--- src/rtl/pdisp_pkg.sv ---
package pdisp_pkg;

    localparam logic [7:0] STS_BUS_EVT  = 8'h10;
    localparam logic [7:0] STS_AUTOPOLL = 8'h04;
    localparam logic [7:0] STS_BUTTON   = 8'h08;
    localparam logic [7:0] STS_TICK     = 8'h80;

    localparam logic [7:0] BRT_OFF_CODE = 8'h7F;
    localparam logic [7:0] BRT_TOP_CODE = 8'h4A;

    localparam int LVL_W = 5;

    typedef enum logic [2:0] {
        RT_REPLY,
        RT_EXTRA,
        RT_INPUT,
        RT_BUTTON,
        RT_TICK,
        RT_OTHER
    } route_e;

    typedef struct packed {
        logic             fire;
        logic [LVL_W-1:0] level;
    } btn_evt_t;

    function automatic route_e classify(input logic [7:0] sts,
                                        input logic       len_is_1,
                                        input logic       len_is_3,
                                        input logic       parked);
        if ((sts & STS_BUS_EVT) != 8'h00) begin
            if ((sts & STS_AUTOPOLL) != 8'h00) return RT_INPUT;
            if (parked)                        return RT_REPLY;
            return RT_EXTRA;
        end
        if (sts == STS_BUTTON && len_is_3) return RT_BUTTON;
        if (sts == STS_TICK && len_is_1)   return RT_TICK;
        return RT_OTHER;
    endfunction

    function automatic logic [7:0] level_to_code(input logic [LVL_W-1:0] lvl);
        if (lvl == '0) return BRT_OFF_CODE;
        return BRT_TOP_CODE - 8'({lvl, 1'b0});
    endfunction

endpackage

--- src/rtl/pdisp_router.sv ---
module pdisp_router
    import pdisp_pkg::*;
#(
    parameter int LEN_W = 6
) (
    input  logic             clk,
    input  logic             rst,
    input  logic             pkt_start,
    input  logic [LEN_W-1:0] pkt_len,
    input  logic             beat_valid,
    input  logic [7:0]       beat_data,
    input  logic             parked_valid,
    output logic             attn_clear,
    output logic             rpl_valid,
    output logic [7:0]       rpl_data,
    output logic             rpl_done,
    output logic [LEN_W-1:0] rpl_len,
    output logic             extra_reply,
    output logic             evt_valid,
    output logic [7:0]       evt_data,
    output logic             evt_last,
    output btn_evt_t         btn,
    output logic [7:0]       volume,
    output logic             unh_inc
);

    localparam logic [LEN_W-1:0] ONE   = LEN_W'(1);
    localparam logic [LEN_W-1:0] TWO   = LEN_W'(2);
    localparam logic [LEN_W-1:0] THREE = LEN_W'(3);

    typedef enum logic [1:0] {S_IDLE, S_HEAD, S_BODY} st_e;

    st_e              st;
    logic [LEN_W-1:0] len_r;
    logic [LEN_W-1:0] idx;
    route_e           route_r;
    route_e           head_route;
    logic             last_beat;
    logic             carry_payload;

    always_comb begin
        head_route    = classify(beat_data, len_r == ONE, len_r == THREE, parked_valid);
        last_beat     = (idx + ONE) == len_r;
        carry_payload = len_r > TWO;
    end

    always_ff @(posedge clk) begin
        if (rst) begin
            st          <= S_IDLE;
            len_r       <= '0;
            idx         <= '0;
            route_r     <= RT_OTHER;
            attn_clear  <= 1'b0;
            rpl_valid   <= 1'b0;
            rpl_data    <= '0;
            rpl_done    <= 1'b0;
            rpl_len     <= '0;
            extra_reply <= 1'b0;
            evt_valid   <= 1'b0;
            evt_data    <= '0;
            evt_last    <= 1'b0;
            btn         <= '0;
            volume      <= '0;
            unh_inc     <= 1'b0;
        end else begin
            attn_clear  <= 1'b0;
            rpl_valid   <= 1'b0;
            rpl_done    <= 1'b0;
            extra_reply <= 1'b0;
            evt_valid   <= 1'b0;
            evt_last    <= 1'b0;
            btn.fire    <= 1'b0;
            unh_inc     <= 1'b0;
            case (st)
                S_IDLE: begin
                    if (pkt_start) begin
                        if (pkt_len == '0) begin
                            attn_clear <= 1'b1;
                        end else begin
                            len_r <= pkt_len;
                            idx   <= ONE;
                            st    <= S_HEAD;
                        end
                    end
                end
                S_HEAD: begin
                    if (beat_valid) begin
                        route_r <= head_route;
                        case (head_route)
                            RT_EXTRA: extra_reply <= 1'b1;
                            RT_OTHER: unh_inc     <= 1'b1;
                            RT_REPLY: begin
                                if (len_r == ONE) begin
                                    rpl_done <= 1'b1;
                                    rpl_len  <= '0;
                                end
                            end
                            default: ;
                        endcase
                        st <= (len_r == ONE) ? S_IDLE : S_BODY;
                    end
                end
                S_BODY: begin
                    if (beat_valid) begin
                        idx <= idx + ONE;
                        case (route_r)
                            RT_REPLY: begin
                                if (carry_payload) begin
                                    rpl_valid <= 1'b1;
                                    rpl_data  <= beat_data;
                                end
                                if (last_beat) begin
                                    rpl_done <= 1'b1;
                                    rpl_len  <= carry_payload ? (len_r - ONE) : '0;
                                end
                            end
                            RT_INPUT: begin
                                evt_valid <= 1'b1;
                                evt_data  <= beat_data;
                                evt_last  <= last_beat;
                            end
                            RT_BUTTON: begin
                                if (idx == ONE) begin
                                    btn.level <= beat_data[7:3];
                                end else begin
                                    volume   <= beat_data;
                                    btn.fire <= 1'b1;
                                end
                            end
                            default: ;
                        endcase
                        if (last_beat) st <= S_IDLE;
                    end
                end
                default: st <= S_IDLE;
            endcase
        end
    end

endmodule

--- src/rtl/pdisp_cmd_slot.sv ---
module pdisp_cmd_slot #(
    parameter int ARG_W = 8
) (
    input  logic             clk,
    input  logic             rst,
    input  logic             fire,
    input  logic             allow,
    input  logic [ARG_W-1:0] arg_in,
    input  logic             done,
    output logic             req,
    output logic [ARG_W-1:0] arg_out
);

    logic busy;
    logic issue;

    assign issue = fire && allow && !busy;

    always_ff @(posedge clk) begin
        if (rst) begin
            req     <= 1'b0;
            arg_out <= '0;
            busy    <= 1'b0;
        end else begin
            req  <= issue;
            busy <= issue || (busy && !done);
            if (issue) arg_out <= arg_in;
        end
    end

endmodule

--- src/rtl/pdisp_sat_cnt.sv ---
module pdisp_sat_cnt #(
    parameter int W = 8
) (
    input  logic         clk,
    input  logic         rst,
    input  logic         inc,
    output logic [W-1:0] cnt
);

    localparam logic [W-1:0] TOP = '1;

    always_ff @(posedge clk) begin
        if (rst) begin
            cnt <= '0;
        end else if (inc && cnt != TOP) begin
            cnt <= cnt + W'(1);
        end
    end

endmodule

--- src/rtl/pwr_irq_dispatch.sv ---
module pwr_irq_dispatch
    import pdisp_pkg::*;
#(
    parameter int LEN_W = 6,
    parameter int CNT_W = 8
) (
    input  logic             clk,
    input  logic             rst,
    input  logic             pkt_start,
    input  logic [LEN_W-1:0] pkt_len,
    input  logic             beat_valid,
    input  logic [7:0]       beat_data,
    input  logic             parked_valid,
    input  logic             backlight_en,
    input  logic             brt_done,
    input  logic             pwr_done,
    output logic             attn_clear,
    output logic             rpl_valid,
    output logic [7:0]       rpl_data,
    output logic             rpl_done,
    output logic [LEN_W-1:0] rpl_len,
    output logic             extra_reply,
    output logic             evt_valid,
    output logic [7:0]       evt_data,
    output logic             evt_last,
    output logic             brt_req,
    output logic [7:0]       brt_code,
    output logic             pwr_req,
    output logic             pwr_on,
    output logic [7:0]       volume,
    output logic [CNT_W-1:0] unhandled_cnt
);

    btn_evt_t   btn;
    logic       unh_inc;
    logic [7:0] code_now;
    logic       on_now;

    pdisp_router #(.LEN_W(LEN_W)) u_router (
        .clk          (clk),
        .rst          (rst),
        .pkt_start    (pkt_start),
        .pkt_len      (pkt_len),
        .beat_valid   (beat_valid),
        .beat_data    (beat_data),
        .parked_valid (parked_valid),
        .attn_clear   (attn_clear),
        .rpl_valid    (rpl_valid),
        .rpl_data     (rpl_data),
        .rpl_done     (rpl_done),
        .rpl_len      (rpl_len),
        .extra_reply  (extra_reply),
        .evt_valid    (evt_valid),
        .evt_data     (evt_data),
        .evt_last     (evt_last),
        .btn          (btn),
        .volume       (volume),
        .unh_inc      (unh_inc)
    );

    always_comb begin
        code_now = level_to_code(btn.level);
        on_now   = code_now < BRT_OFF_CODE;
    end

    pdisp_cmd_slot #(.ARG_W(8)) u_brt_slot (
        .clk     (clk),
        .rst     (rst),
        .fire    (btn.fire),
        .allow   (backlight_en),
        .arg_in  (code_now),
        .done    (brt_done),
        .req     (brt_req),
        .arg_out (brt_code)
    );

    pdisp_cmd_slot #(.ARG_W(1)) u_pwr_slot (
        .clk     (clk),
        .rst     (rst),
        .fire    (btn.fire),
        .allow   (backlight_en),
        .arg_in  (on_now),
        .done    (pwr_done),
        .req     (pwr_req),
        .arg_out (pwr_on)
    );

    pdisp_sat_cnt #(.W(CNT_W)) u_unh_cnt (
        .clk (clk),
        .rst (rst),
        .inc (unh_inc),
        .cnt (unhandled_cnt)
    );

endmodule

--- config.mk ---
export PLATFORM = sky130hd
export DESIGN_NAME = pwr_irq_dispatch
export DESIGN_NICKNAME = d
export VERILOG_FILES = /design/src/rtl/pdisp_pkg.sv /design/src/rtl/pdisp_router.sv /design/src/rtl/pdisp_cmd_slot.sv /design/src/rtl/pdisp_sat_cnt.sv /design/src/rtl/pwr_irq_dispatch.sv
export SDC_FILE = /design/constraint.sdc
export NUM_CORES = 1
export LEC_CHECK = 0
export CORE_ASPECT_RATIO = 1.25
export CORE_UTILIZATION = 54
export CTS_BUF_LIST = sky130_fd_sc_hd__clkbuf_8 sky130_fd_sc_hd__clkbuf_16
export DETAILED_ROUTE_END_ITERATION = 8
export GPL_TIMING_DRIVEN = 0
export PLACE_DENSITY = 0.84
export SETUP_SLACK_MARGIN = 0.5
export SLEW_MARGIN = 20
export SYNTH_ARGS = -nofsm -noshare
export SYNTH_HDL_FRONTEND = slang
export SYNTH_SLANG_ARGS = --single-unit
--- constraint.sdc ---
create_clock -name clk -period 6.4 [get_ports clk]
set_input_delay 0.96 -clock clk [delete_from_list [all_inputs] [get_ports clk]]
set_output_delay 0.96 -clock clk [all_outputs]
set_load 0.005 [all_outputs]
# ---- Yosys cells after proc, flatten, opt, wreduce, memory -nomap -nowiden
# Cells that the tools add are included.
dict set report word_totals {
  in_bits 22
  out_inout_bits 55
  ff_bits 81
  word_cells 153
}
dict set report op_classes {
  mux 56
  order_cmp 2
  n_eq_ne 21
  n_addsub 4
  bitwise 10
  n_reduce_logical 36
}
# operator n
set op_table {}
lappend op_table {{2-to-1 mux 6 bit} 10}
lappend op_table {{2-to-1 mux 3 bit} 10}
lappend op_table {{2-to-1 mux 1 bit} 24}
lappend op_table {{case mux 6 bit (2 select lines)} 2}
lappend op_table {{2-to-1 mux 8 bit} 2}
lappend op_table {{AND reduction 4 bit} 4}
lappend op_table {{equality test 6 x 1 -> 1 bit, second input constant} 2}
lappend op_table {{2-to-1 mux 2 bit} 6}
lappend op_table {{OR reduction 4 bit} 3}
lappend op_table {{inequality test 2 bit, second input constant} 5}
lappend op_table {{NOT 1 bit} 10}
lappend op_table {{OR reduction 3 bit} 3}
lappend op_table {{adder 8 x 1 -> 8 bit, second input constant} 1}
lappend op_table {{equality test 8 x 4 -> 1 bit, second input constant} 1}
lappend op_table {{equality test 8 bit, second input constant} 1}
lappend op_table {{logical AND 1 bit} 8}
lappend op_table {{less-than comparator 8 x 7 -> 1 bit, second input constant} 1}
lappend op_table {{inequality test 8 bit, second input constant} 1}
lappend op_table {{subtractor 7 x 6 -> 8 bit, first input constant} 1}
lappend op_table {{AND reduction 7 bit} 1}
lappend op_table {{adder 6 x 1 -> 6 bit, second input constant} 1}
lappend op_table {{equality test 3 x 2 -> 1 bit, second input constant} 2}
lappend op_table {{equality test 6 x 2 -> 1 bit, second input constant} 1}
lappend op_table {{equality test 6 bit} 1}
lappend op_table {{19 further kinds} 28}

# ---- Depth between registers and ports, before layout
dict set report depth {
  depth_word 16
  depth_mapped 9
  ltp_nobuf 7
}

# ---- Modules after synthesis
# Synthesis repeated with hierarchy kept, for this count alone.
dict set report hier_totals {
  hier_cells 403
  area_unflattened_um2 3806.2
}
# mod seq_area_each_um2 cells_per_inst n_inst area_each_um2
set by_module_without_submodules {}
lappend by_module_without_submodules {pdisp_router 1201.2 288 1 2712.6}
lappend by_module_without_submodules {pdisp_sat_cnt 160.2 46 1 430.4}
lappend by_module_without_submodules {{pdisp_cmd_slot at u_brt_slot} 200.2 41 1 429.2}
lappend by_module_without_submodules {{pdisp_cmd_slot at u_pwr_slot} 60.1 10 1 117.6}
lappend by_module_without_submodules {pwr_irq_dispatch 0.0 18 1 116.4}

# ---- Worst setup path after synthesis
# No wires, ideal clock.
dict set report synth_timing {
  kind {input to register}
  startpoint {input beat_data[4]}
  endpoint {register u_router.rpl_len[4]}
  arrival_time_ns 2.303
  setup_ns 0.119
  setup_slack_ns 3.978
  cell_stages 6
  required_ns 6.281
  path_buffers 1
  cell_sequence {clkbuf_1 > nor2b_1 > nand4_1 > a211o_1 > a311o_1 > o221a_1}
}
dict set report synth_via {
  elab_chain_cells 11
  word_cells_on_any_way 18
  classes_between {3 x eq/ne; 11 x mux; 4 x reduce/logical}
}
# item line_no
set synth_lines {}
lappend synth_lines {{start, declared} pwr_irq_dispatch.sv:12} ;# input logic [7:0] beat_data,
lappend synth_lines {{equality test 8 bit} pdisp_pkg.sv:37} ;# if (sts == STS_TICK && len_is_1) return RT_TICK;
lappend synth_lines {{logical AND 1 bit} pdisp_pkg.sv:37}
lappend synth_lines {{2-to-1 mux 1 bit (2 in a row)} pdisp_pkg.sv:37}
lappend synth_lines {{2-to-1 mux 1 bit} pdisp_pkg.sv:36} ;# if (sts == STS_BUTTON && len_is_3) return RT_BUTTON;
lappend synth_lines {{2-to-1 mux 3 bit} pdisp_pkg.sv:38} ;# return RT_OTHER;
lappend synth_lines {{2-to-1 mux 3 bit} pdisp_pkg.sv:37}
lappend synth_lines {{2-to-1 mux 3 bit *} pdisp_pkg.sv:36}
lappend synth_lines {{zero test 3 bit *} pdisp_router.sv:89} ;# case (head_route)
lappend synth_lines {{inequality test 2 x 1 -> 1 bit (no line) *} -}
lappend synth_lines {{AND reduction 7 bit (no line) *} -}
lappend synth_lines {{end signal, assigned} pdisp_router.sv:114} ;# rpl_len <= carry_payload ? (len_r - ONE) : '0;
lappend synth_lines {{end, declared} pdisp_router.sv:17} ;# output logic [LEN_W-1:0] rpl_len,
# Every way passes the cells marked *; elsewhere a longest branch is shown, timed or not. The select of a mux whose other input is x is not followed.
# A chain may end at the register's enable or synchronous reset.

# ---- Worst setup path after layout
dict set report layout_timing {
  startpoint {input beat_valid}
  endpoint {register u_router.evt_data[5]}
}
dict set report layout_via {
  elab_chain_cells 1
}
# item line_no
set layout_lines {}
lappend layout_lines {{start, declared} pwr_irq_dispatch.sv:11} ;# input logic beat_valid,
lappend layout_lines {{AND reduction 3 bit (no line)} -}
lappend layout_lines {{end signal, assigned} pdisp_router.sv:119} ;# evt_data <= beat_data;
lappend layout_lines {{end, declared} pdisp_router.sv:20} ;# output logic [7:0] evt_data,
# No other way between the ends.

==> metrics list <==
- Counting along the longest clock path gives a buffer depth of 2.
* Prevailing post-synth register cell: sky130_fd_sc_hd__dfxtp_1
- In this run the cell area of the synthesized design comes to 3550 sq um.
- Outcome: finished clean
- Area growth from synthesis to layout: 29.96%
- In this design, the largest share of critical-path delay is due to simple AND/OR/NAND/NOR gates.
- Power density over the cells: roughly 260 nW/um^2
* Count of flip-flops with a built-in enable after synthesis: 0
- Cell type contributing the most total cell area after synthesis: sky130_fd_sc_hd__dfxtp_1
- The detailed router put a total of ~3.7 mm of wire on met1.
- Share of the clock period used by the worst path: a little over two fifths
- Measured against its own limit, the worst slew margin works out to 37.41%.
- The number of antenna violations at the first check in global routing is 0.
- Number of buffers inserted by port buffering: 74
* Syn Area/Cell: 9.078 sq um
- In this run the static leakage power is approximately 0.0018 uW.
* Count of boundary I/O pins: 77
- Drt initial violations: 226
- The congestion estimate from routability-driven global placement came to roughly 0.88.
- For this run, the number of Yosys warnings is 0.
- Setup repair after global routing left no endpoint under its margin.
- Detailed-placement wirelength estimate: around 6.1 mm
- Number of remaining DRC errors: 0
* Number of cell rows: 32
- Number of vias per cell: ~5.4
- The number of antenna diodes in the final layout is 0.
- The max-slew violation total from the final report came to 0.
- Final number of setup-violating endpoints: 0
* Pin slew with the least headroom to its limit: about 0.94 ns
- Together, buffers and inverters on the worst path number 1.
- Critical-path cell list: clkdlybuf4s50_1 -> and3b_1 -> nand2_1 -> nor2_1 -> mux2i_1 -> nor2_1
- First-pass GRT wire length: ~13 mm
- TritonCTS created 9 clock buffers.
- TritonCTS built the clock tree.
- Number of clock sinks seen by CTS: 80
* Worst setup skew after layout: 0.008198 ns
- Startpoint class of the critical path: input port
- After clock tree synthesis, the repair step resized 0 gates.
- After synthesis, the netlist uses around 50 different library cells.
- In the final routed layout, each cell accounts on average for approximately 15 microns.
- Type of the worst min-delay path: register to register
- For this run, asynchronously set or reset flops after synthesis account for 0%.
- Cells with a size suffix above 1 make up 5.405% of the layout.
* Remaining number of nets flagged by the antenna check after routing: 0
- Worst EP required: approximately 6.6 ns
* Highest metal layer with signal wires: met4
* Starting Density: 56.83%
- Crit path max-delay cell type: sky130_fd_sc_hd__nor2_1
- Worst-case vdd ir drop: ~150 uV
- Die Ht: 92.65 microns
- In the final design database the tool counted 509 nets.
- For this run, the top clock speed supported by timing is ~0.37 GHz.
- Pin count of the biggest net entering global routing: 14
- Number of failing hold endpoints at the final stage: 0
- Net count of the mapped netlist: about 420
* Die area: 6903 sq um
- The tool flagged a number of max-cap violations equal to 0.
- CP dominant cell by count: sky130_fd_sc_hd__nor2_1
- Final setup TNS: 0 ns
- Number of instances in the synthesized netlist: approximately 400
- The first detailed-routing pass took 4 iterations.
- Filler cell count in the final layout: between 400 and 500
* Overall fraction of global-route tracks in use: 25.46%
* Area fraction of the dominant cell type after synthesis: between 40 and 50%
- CTS HTree Levels: 3
- STA classifies the critical path endpoint as a register.
- On the final layout, the worst hold slack is 0.4510 ns.
- The total overflow left after global routing is 0.
* CTS clk-pin slew, worst paths: roughly 0.08 ns
- Buffers added to address setup during post-CTS repair amount to 0.
- Summing the sequential cell areas from Yosys gives between 40% and 50% of the chip area.
- Placeable core area: roughly 6200 sq um
* Via count: 3073
* Critical path type: input port to register
- In this run the clock root is driven by a sky130_fd_sc_hd__clkbuf_8.
- After synthesis, the cell types taking the most area are sky130_fd_sc_hd__dfxtp_1 45%, sky130_fd_sc_hd__mux2i_1 12%, sky130_fd_sc_hd__nor2_1 6.8%.
- Width of the chip: ~75 microns
- After synthesis the netlist holds a flip-flop and latch count of 80.
- In the synthesized netlist, the cells that appear most often are 80 x sky130_fd_sc_hd__dfxtp_1, 64 x sky130_fd_sc_hd__nor2_1, 43 x sky130_fd_sc_hd__mux2i_1.
* Met2 WL: roughly 4.1 mm
- Data arrives at the worst endpoint at slightly below 3 ns.
* Met3 Routed Length: approximately 400 microns
- The number of global-route vias before repair came to about 2900.
- Wires add up to ~8.3 mm.
- Most common cell in the netlist: sky130_fd_sc_hd__dfxtp_1
- Worst-path maximum fanout: 8
* Latest clock arrival within the worst-skew pair: about 0.35 ns
* Hold bufs inserted after CTS: 0
* Minimum clock period: ~2.7 ns
* Highest cell delay on the worst timing path: 0.71 ns
[cells in the final DEF (no fill, tap or decap), types with 2 or more instances in the layout]
| master | n |
|---|---|
| sky130_fd_sc_hd__a31oi_1 | 4 |
| sky130_fd_sc_hd__dfxtp_1 | 80 |
| sky130_fd_sc_hd__xnor2_1 | 4 |
| sky130_fd_sc_hd__and2_1 | 2 |
| sky130_fd_sc_hd__o31ai_1 | 2 |
| sky130_fd_sc_hd__o22ai_1 | 3 |
| sky130_fd_sc_hd__o211ai_1 | 2 |
| sky130_fd_sc_hd__clkbuf_1 | 12 |
| sky130_fd_sc_hd__mux2i_1 | 43 |
| sky130_fd_sc_hd__inv_1 | 13 |
| sky130_fd_sc_hd__xor2_1 | 12 |
| sky130_fd_sc_hd__clkdlybuf4s50_1 | 74 |
| sky130_fd_sc_hd__nor3_1 | 10 |
| sky130_fd_sc_hd__a211oi_1 | 5 |
| sky130_fd_sc_hd__nand2b_1 | 3 |
| sky130_fd_sc_hd__o21ai_0 | 6 |
| sky130_fd_sc_hd__ha_1 | 11 |
| sky130_fd_sc_hd__clkbuf_8 | 12 |
| sky130_fd_sc_hd__and3_1 | 5 |
| sky130_fd_sc_hd__a21oi_1 | 16 |
| sky130_fd_sc_hd__a211o_1 | 2 |
| sky130_fd_sc_hd__nor2_1 | 64 |
| sky130_fd_sc_hd__buf_2 | 3 |
| sky130_fd_sc_hd__nor4_1 | 5 |
| sky130_fd_sc_hd__nor2b_1 | 4 |
| sky130_fd_sc_hd__nand2_1 | 40 |
| sky130_fd_sc_hd__nand4_1 | 7 |
| sky130_fd_sc_hd__nor3b_1 | 2 |
| sky130_fd_sc_hd__nor4b_1 | 2 |
| sky130_fd_sc_hd__nand3_1 | 6 |
[sequential cells by signal, indices dropped and copies added (netlist names)]
register	count
u_brt_slot.arg_out	7
u_brt_slot.busy	1
u_brt_slot.req	1
u_pwr_slot.arg_out	1
u_pwr_slot.busy	1
u_pwr_slot.req	1
u_router.attn_clear	1
u_router.btn	6
u_router.evt_data	8
u_router.evt_last	1
u_router.evt_valid	1
u_router.extra_reply	1
u_router.idx	6
u_router.len_r	6
u_router.route_r	3
u_router.rpl_data	8
u_router.rpl_done	1
u_router.rpl_len	6
u_router.rpl_valid	1
u_router.st	2
u_router.unh_inc	1
u_router.volume	8
u_unh_cnt.cnt	8
[path summary, 6_finish.rpt]
kind / from / to / slack [ns] / depth (start not counted)
worst max-delay path: beat_valid / u_router.evt_data[5]$_SDFFE_PP0P_ / 3.67 / 6
worst max register to register: u_router.idx[0]$_SDFFE_PP0P_ / u_router.rpl_done$_SDFF_PP0_ / 4.00 / 6
worst min-delay path: u_pwr_slot.busy$_SDFF_PP0_ / u_pwr_slot.req$_SDFF_PP0_ / 0.45 / 1
worst min register to register: u_pwr_slot.busy$_SDFF_PP0_ / u_pwr_slot.req$_SDFF_PP0_ / 0.45 / 1
[layer usage]
layer  vias to the layer above  track usage [%]
met5                         -                0
met4                         0            8.019
met3                        16            7.291
met2                        72            42.64
met1                      1463            30.90
li1                       1522                -
[where the power goes]
part	switching [uW]	leakage, uW	internal (uW)
Sequential	26.8	0.000646	518
Clock	183	0.000109	212
Combinational	146	0.00106	113
Total	356	0.00182	843
[per-stage QoR]
stage	setup WS (ns)	power [uW]	util (%)	cell area, sq um	cells
3_5_place_dp	3.320	812.5	70.39	4397	550
6_report	3.667	1199	73.86	4613	566
2_1_floorplan	3.978	739.6	-	3550	391
5_1_grt	3.576	1256	73.86	4613	566
4_1_cts	3.695	1202	73.86	4613	566
3_3_place_gp	3.350	805.9	70.39	4397	550
[kinds of logic (layout without fill, tap and decap cells)]
logic type,count (synthesis),count (layout),share of synthesized area (%)
buffers and inverters,30,120,3.595
and+or+nand+nor,156,156,20.62
other,1,1,0.1056
muxes,43,43,12.13
DFF,80,80,45.12
adders and majority gates,11,11,3.877
AOI/OAI and AO/OA,54,54,10.61
xor gates and xnor gates,16,16,3.948
[area by class of cell]
cell class                 instances  area, sq um  area share, %
clock buffer                      12        165.2          3.580
tap                               85        106.4          2.305
buffer                            17        78.83          1.709
timing repair buffer              74        740.7          16.06
sequential                        80         1602          34.72
multi-input combinational        281         1821          39.46
inverter                          13        48.80          1.058
clock inverter                     4        51.30          1.112
No activity file was read; power rests on OpenSTA's default activity.
